### src/rtl/pcseq_pkg.sv
package pcseq_pkg;

  localparam logic [2:0] FLOW_SEQ  = 3'd0;
  localparam logic [2:0] FLOW_JUMP = 3'd1;
  localparam logic [2:0] FLOW_CALL = 3'd2;
  localparam logic [2:0] FLOW_RET  = 3'd3;
  localparam logic [2:0] FLOW_BZ   = 3'd4;
  localparam logic [2:0] FLOW_BNZ  = 3'd5;

  // Strobes from control to datapath
  typedef struct packed {
    logic pcLoadTarget;
    logic pcLoadTop;
    logic pcIncr;
    logic push;
    logic pop;
    logic setOvf;
    logic setUnf;
  } seqStrobeT;

endpackage

### src/rtl/pcseq_ctrl.sv
module pcseq_ctrl
  import pcseq_pkg::*;
(
  input  logic       clk,
  input  logic       rstN,
  input  logic       step,
  input  logic [2:0] flow,
  input  logic       zeroFlag,
  input  logic       stackFull,
  input  logic       stackEmpty,
  output seqStrobeT  strobe
);

  logic takeBranch;

  assign takeBranch = ((flow == FLOW_BZ)  &&  zeroFlag) ||
                      ((flow == FLOW_BNZ) && !zeroFlag);

  always_comb begin
    strobe = '0;
    if (step) begin
      unique case (flow)
        FLOW_JUMP: strobe.pcLoadTarget = 1'b1;
        FLOW_CALL: begin
          strobe.pcLoadTarget = 1'b1;
          strobe.push         = !stackFull;
          strobe.setOvf       = stackFull;
        end
        FLOW_RET: begin
          strobe.pcLoadTop = !stackEmpty;
          strobe.pop       = !stackEmpty;
          strobe.pcIncr    = stackEmpty;
          strobe.setUnf    = stackEmpty;
        end
        FLOW_BZ, FLOW_BNZ: begin
          strobe.pcLoadTarget = takeBranch;
          strobe.pcIncr       = !takeBranch;
        end
        default: strobe.pcIncr = 1'b1;
      endcase
    end
  end

  // never push into a full stack
  a_r8_no_push_full: assert property (@(posedge clk) disable iff (!rstN)
    strobe.push |-> !stackFull);

  // never pop an empty stack
  a_r9_no_pop_empty: assert property (@(posedge clk) disable iff (!rstN)
    strobe.pop |-> !stackEmpty);

  // at most one source for the next counter value
  a_r3_one_source: assert property (@(posedge clk) disable iff (!rstN)
    $onehot0({strobe.pcLoadTarget, strobe.pcLoadTop, strobe.pcIncr}));

  // no strobe without step
  a_r2_idle_quiet: assert property (@(posedge clk) disable iff (!rstN)
    !step |-> (strobe == '0));

endmodule

### src/rtl/pcseq_dp.sv
module pcseq_dp
  import pcseq_pkg::*;
#(
  parameter int PC_W  = 12,
  parameter int DEPTH = 4
) (
  input  logic            clk,
  input  logic            rstN,
  input  seqStrobeT       strobe,
  input  logic [PC_W-1:0] target,
  output logic [PC_W-1:0] pc,
  output logic            stackFull,
  output logic            stackEmpty,
  output logic            ovfFlag,
  output logic            unfFlag
);

  localparam int CNT_W = $clog2(DEPTH + 1);

  logic [PC_W-1:0]  stackMem [DEPTH];
  logic [CNT_W-1:0] count;
  logic [PC_W-1:0]  pcPlusOne;
  logic [PC_W-1:0]  topVal;

  assign pcPlusOne  = pc + 1'b1;
  assign stackFull  = (count == CNT_W'(DEPTH));
  assign stackEmpty = (count == '0);

  always_comb begin
    topVal = '0;
    for (int i = 0; i < DEPTH; i++) begin
      if (CNT_W'(i + 1) == count) topVal = stackMem[i];
    end
  end

  for (genvar g = 0; g < DEPTH; g++) begin : gEntry
    always_ff @(posedge clk) begin
      if (strobe.push && (count == CNT_W'(g))) stackMem[g] <= pcPlusOne;
    end
  end

  always_ff @(posedge clk) begin
    if (!rstN) begin
      pc      <= '0;
      count   <= '0;
      ovfFlag <= 1'b0;
      unfFlag <= 1'b0;
    end else begin
      if (strobe.pcLoadTarget)   pc <= target;
      else if (strobe.pcLoadTop) pc <= topVal;
      else if (strobe.pcIncr)    pc <= pcPlusOne;
      if (strobe.push)      count <= count + 1'b1;
      else if (strobe.pop)  count <= count - 1'b1;
      if (strobe.setOvf) ovfFlag <= 1'b1;
      if (strobe.setUnf) unfFlag <= 1'b1;
    end
  end

  // target load lands on the next edge
  a_r4_target_load: assert property (@(posedge clk) disable iff (!rstN)
    strobe.pcLoadTarget |=> (pc == $past(target)));

  // a pop shrinks the stack by one
  a_r7_pop_count: assert property (@(posedge clk) disable iff (!rstN)
    strobe.pop |=> (count == $past(count) - 1'b1));

  // occupancy never exceeds the depth
  a_r7_depth_bound: assert property (@(posedge clk) disable iff (!rstN)
    count <= CNT_W'(DEPTH));

  // an idle cycle leaves the counter alone
  a_r2_hold_pc: assert property (@(posedge clk) disable iff (!rstN)
    (strobe == '0) |=> $stable(pc));

  // fault flags are sticky
  a_r10_ovf_sticky: assert property (@(posedge clk) disable iff (!rstN)
    ovfFlag |=> ovfFlag);
  a_r10_unf_sticky: assert property (@(posedge clk) disable iff (!rstN)
    unfFlag |=> unfFlag);

endmodule

### src/rtl/pc_sequencer.sv
module pc_sequencer
  import pcseq_pkg::*;
#(
  parameter int PC_W  = 12,
  parameter int DEPTH = 4
) (
  input  logic            clk,
  input  logic            rstN,
  input  logic            step,
  input  logic [2:0]      flow,
  input  logic [PC_W-1:0] target,
  input  logic            zeroFlag,
  output logic [PC_W-1:0] pc,
  output logic            stackOverflow,
  output logic            stackUnderflow
);

  seqStrobeT strobe;
  logic      stackFull;
  logic      stackEmpty;

  pcseq_ctrl uCtrl (
    .clk        (clk),
    .rstN       (rstN),
    .step       (step),
    .flow       (flow),
    .zeroFlag   (zeroFlag),
    .stackFull  (stackFull),
    .stackEmpty (stackEmpty),
    .strobe     (strobe)
  );

  pcseq_dp #(.PC_W(PC_W), .DEPTH(DEPTH)) uDp (
    .clk        (clk),
    .rstN       (rstN),
    .strobe     (strobe),
    .target     (target),
    .pc         (pc),
    .stackFull  (stackFull),
    .stackEmpty (stackEmpty),
    .ovfFlag    (stackOverflow),
    .unfFlag    (stackUnderflow)
  );

endmodule

### config.mk
export PLATFORM = sky130hd
export DESIGN_NAME = pc_sequencer
export DESIGN_NICKNAME = d
export VERILOG_FILES = /design/src/rtl/pcseq_pkg.sv /design/src/rtl/pcseq_ctrl.sv /design/src/rtl/pcseq_dp.sv /design/src/rtl/pc_sequencer.sv
export SDC_FILE = /design/constraint.sdc
export NUM_CORES = 1
export LEC_CHECK = 0
export ABC_AREA = 1
export BUFFER_PORTS_ARGS = -buffer_cell sky130_fd_sc_hd__buf_4
export CAP_MARGIN = 20
export CORE_MARGIN = 1
export CORE_UTILIZATION = 60
export DETAILED_ROUTE_END_ITERATION = 16
export HOLD_SLACK_MARGIN = 0.05
export PLACE_DENSITY = 0.81
export SYNTH_ARGS = -nofsm -noshare
export SYNTH_HDL_FRONTEND = slang
export SYNTH_SLANG_ARGS = --single-unit
### constraint.sdc
create_clock -name clk -period 3.8 [get_ports clk]
set_input_delay 0.76 -clock clk [delete_from_list [all_inputs] [get_ports clk]]
set_output_delay 0.76 -clock clk [all_outputs]
set_load 0.01 [all_outputs]
==> flow_summary.ini <==
[global_route]
antenna_found_initial = 0
globalRouteOverflowTotal = 0
maximum_number_of_pins_on_one_net_before_global_route_repair = 28
track_usage = 0.252
grt_pass1_wl_mm = 11.5
number_of_global_route_vias_before_repair = 2383

[run]
timing.max_cap.violations = 0

[pwr]
cellInternalPower_mw = 1.19
clock_power_share = 0.402
cellPowerDensity_nw_per_um2 = 395
report.power.total_mw = 1.52
p_seq_frac = 0.518
power_leakage_nw = 1.74
power_frac_comb = 0.080
switching_share = 0.217
vdd_ir_drop_max_v = 0.000251
p_switching_mw = 0.330

[synth]
yosysUniqueCellTypes = 27
syn-cell-area_um2 = 3400
synth.net_count = 443
postSynthRegisterBits = 65
syn_inst = 417
synth_area_leaders = sky130_fd_sc_hd__edfxtp_1 42%, sky130_fd_sc_hd__nand2_1 12%, sky130_fd_sc_hd__dfxtp_1 10%, sky130_fd_sc_hd__nor2_1 7.3%, sky130_fd_sc_hd__nand3_1 6.6%
yosys_top_cell_area_share = 0.424
syn-mean-instance-area_um2 = 8.15
synth_seq_area_share = 0.524
post-synth-top-area-cell = sky130_fd_sc_hd__edfxtp_1
yosys_warnings = 0

[finish]
post_synthesis_to_final_layout_area_growth_pct = 13.3
layout.core_utilization = 0.703
final_cells = 524
layout_common_cells = 107 x sky130_fd_sc_hd__nand2_1, 66 x sky130_fd_sc_hd__nor2_1, 57 x sky130_fd_sc_hd__inv_1, 48 x sky130_fd_sc_hd__edfxtp_1, 45 x sky130_fd_sc_hd__nand3_1
mostFrequentLayoutCell = sky130_fd_sc_hd__nand2_1
finalNetCount = 473
diodes = 0
drive_gt1_frac = 0.137

[worst_setup_path]
worstPathMaxFanout = 23
worst_setup_path_start_kind = flip-flop
r2r_setup_slack_ns = 1.42
worstPathRequired_ns = 3.75
critPathMaxStageDelay_ns = 0.85
worst-path-stages = 4
worst_r2r_endpoint = uDp.stackMem[3][4]
worst_setup_path_end_kind = flip-flop
setup.worst_path.start = uDp.count[2]
path_buf_inv = 2
path_class = flip-flop to flip-flop
critical-path-slowest-cell = sky130_fd_sc_hd__nor2_1
cp_cell_sequence = inv_2 -> ha_1 -> inv_1 -> nor2_1
rr_worst_depth = 4
critPathTopFamily = simple AND/OR/NAND/NOR gates
r2r-start = uDp.count[2]
cp.arrival_ns = 2.33

[hold_path]
timing.hold.worst_path_depth = 2
min_path_type = flip-flop to flip-flop
whs_endpoint = uDp.ovfFlag
hp-start = uDp.ovfFlag

[clock_tree]
clk_pin_slew_worst_paths_ns = 0.07
insertion_delay_ns = 0.33
cts_setup_buffers = 0
h_tree_level_count = 3
post_cts_hold_buffers = 0
cts_tree = done
cts_sinks = 65
clockRootBuffer = sky130_fd_sc_hd__clkbuf_8
number_of_buffers_created_by_cts = 9
cts.repair.resized = 0
clock_tree.buffer_depth = 2

[sta]
worst_slew_pin_slew_ns = 0.948
final.min_clock_period_ns = 2.38
fin_tns_setup_ns = 0
clock.fmax_mhz = 421
maxSlewHeadroom = 0.366
rsz0062_at_grt = false
min_period_over_period = 0.626
fin_worst_hold_slack_ns = 0.482
finClkSkew_ns = 0.00708
final-max-slew-violation-count = 0
setup-violations-final = 0
final_hold_viol_count = 0

[floorplanning]
die_width_um = 77.2
die_area_um2 = 5970
fp-row-count = 27
die-height_um = 77.2
start_util = 0.621
core_area_um2 = 5470
ios = 33

[place]
io_buffers = 32
dpl.hpwl_mm = 5.25
place.gp.congestion = 0.880
cell_total_after_placement = 508

[drt]
detailedRoute.firstIterationViolations = 219
dr_total_vias = 2748
routedWlPerCell_um = 13.4
postRouteAntennaNets = 0
detailedRoute.firstPassIterationCount = 5
vias_per_cell = 5.24
drt_wl_total_mm = 7.02
drc = 0

[status]
run_status = completed
[metal layers]
layer  GRT usage  wire, um
met4      0.0679        73
met3      0.0500       481
met5           0         0
met1       0.359      3320
met2       0.392      3150
[state kept, by name (all words and copies together), names as in the netlist]
register,flops
uDp.pc,12
uDp.ovfFlag,1
uDp.unfFlag,1
uDp.stackMem,48
uDp.count,3
[logic make-up (layout without fill, tap and decap cells)]
logic type      Yosys count  in the layout  synth area share
simple gates            233            233             0.294
fa+ha+maj                 7              7            0.0258
flops                    65             65             0.524
compound gates           35             35            0.0552
xor+xnor                  3              3           0.00774
buf+inv                  74            109            0.0932
[power groups by stage]
stage / sequential, mW / combinational (mW) / clock, mW
floorplan: 0.804 / 0.0710 / 0
global placement: 0.803 / 0.116 / 0
detailed placement: 0.803 / 0.120 / 0
CTS: 0.788 / 0.121 / 0.615
global route: 0.789 / 0.136 / 0.653
finish: 0.788 / 0.122 / 0.611
[Yosys cell counts, drive strengths merged]
cell type  number
xnor2           2
nand3          49
o21ai          17
edfxtp         48
nor3            1
xor2            1
nand2         112
nor2           69
inv            60
a21oi          16
dfxtp          17
buf            10
o22ai           1
ha              7
a31oi           1
nand4           2
clkbuf          4
[stage by stage]
step           area, um2  setup WS, ns
2_1_floorplan       3400          1.25
3_3_place_gp        3640          1.21
3_5_place_dp        3640          1.11
4_1_cts             3850          1.43
5_1_grt             3850          1.29
6_report            3850          1.42
[worst max-delay path by stage]
stage	slack, ns	end
5_1_grt	1.29	uDp.stackMem[3][4]
6_report	1.42	uDp.stackMem[3][4]
3_5_place_dp	1.11	uDp.stackMem[0][6]
2_1_floorplan	1.25	uDp.stackMem[2][0]
4_1_cts	1.43	uDp.stackMem[3][4]
3_3_place_gp	1.21	uDp.stackMem[0][6]
[final cells by class]
cell class | count | area, um2
clock inverter | 4 | 68.8
tap | 72 | 90.1
clock buffer | 12 | 135
sequential | 65 | 1780
multi-input combinational | 278 | 1300
inverter | 60 | 225
fill | 419 | 1630
timing repair buffer | 33 | 248
[worst register-to-register path, delay by kind of cell (launching register included)]
family        cells  cell delay (ns)
simple gates      1             0.85
buf+inv           2             0.54
flops             1             0.38
fa+ha+maj         1             0.23
No activity file was read; power rests on OpenSTA's default activity.
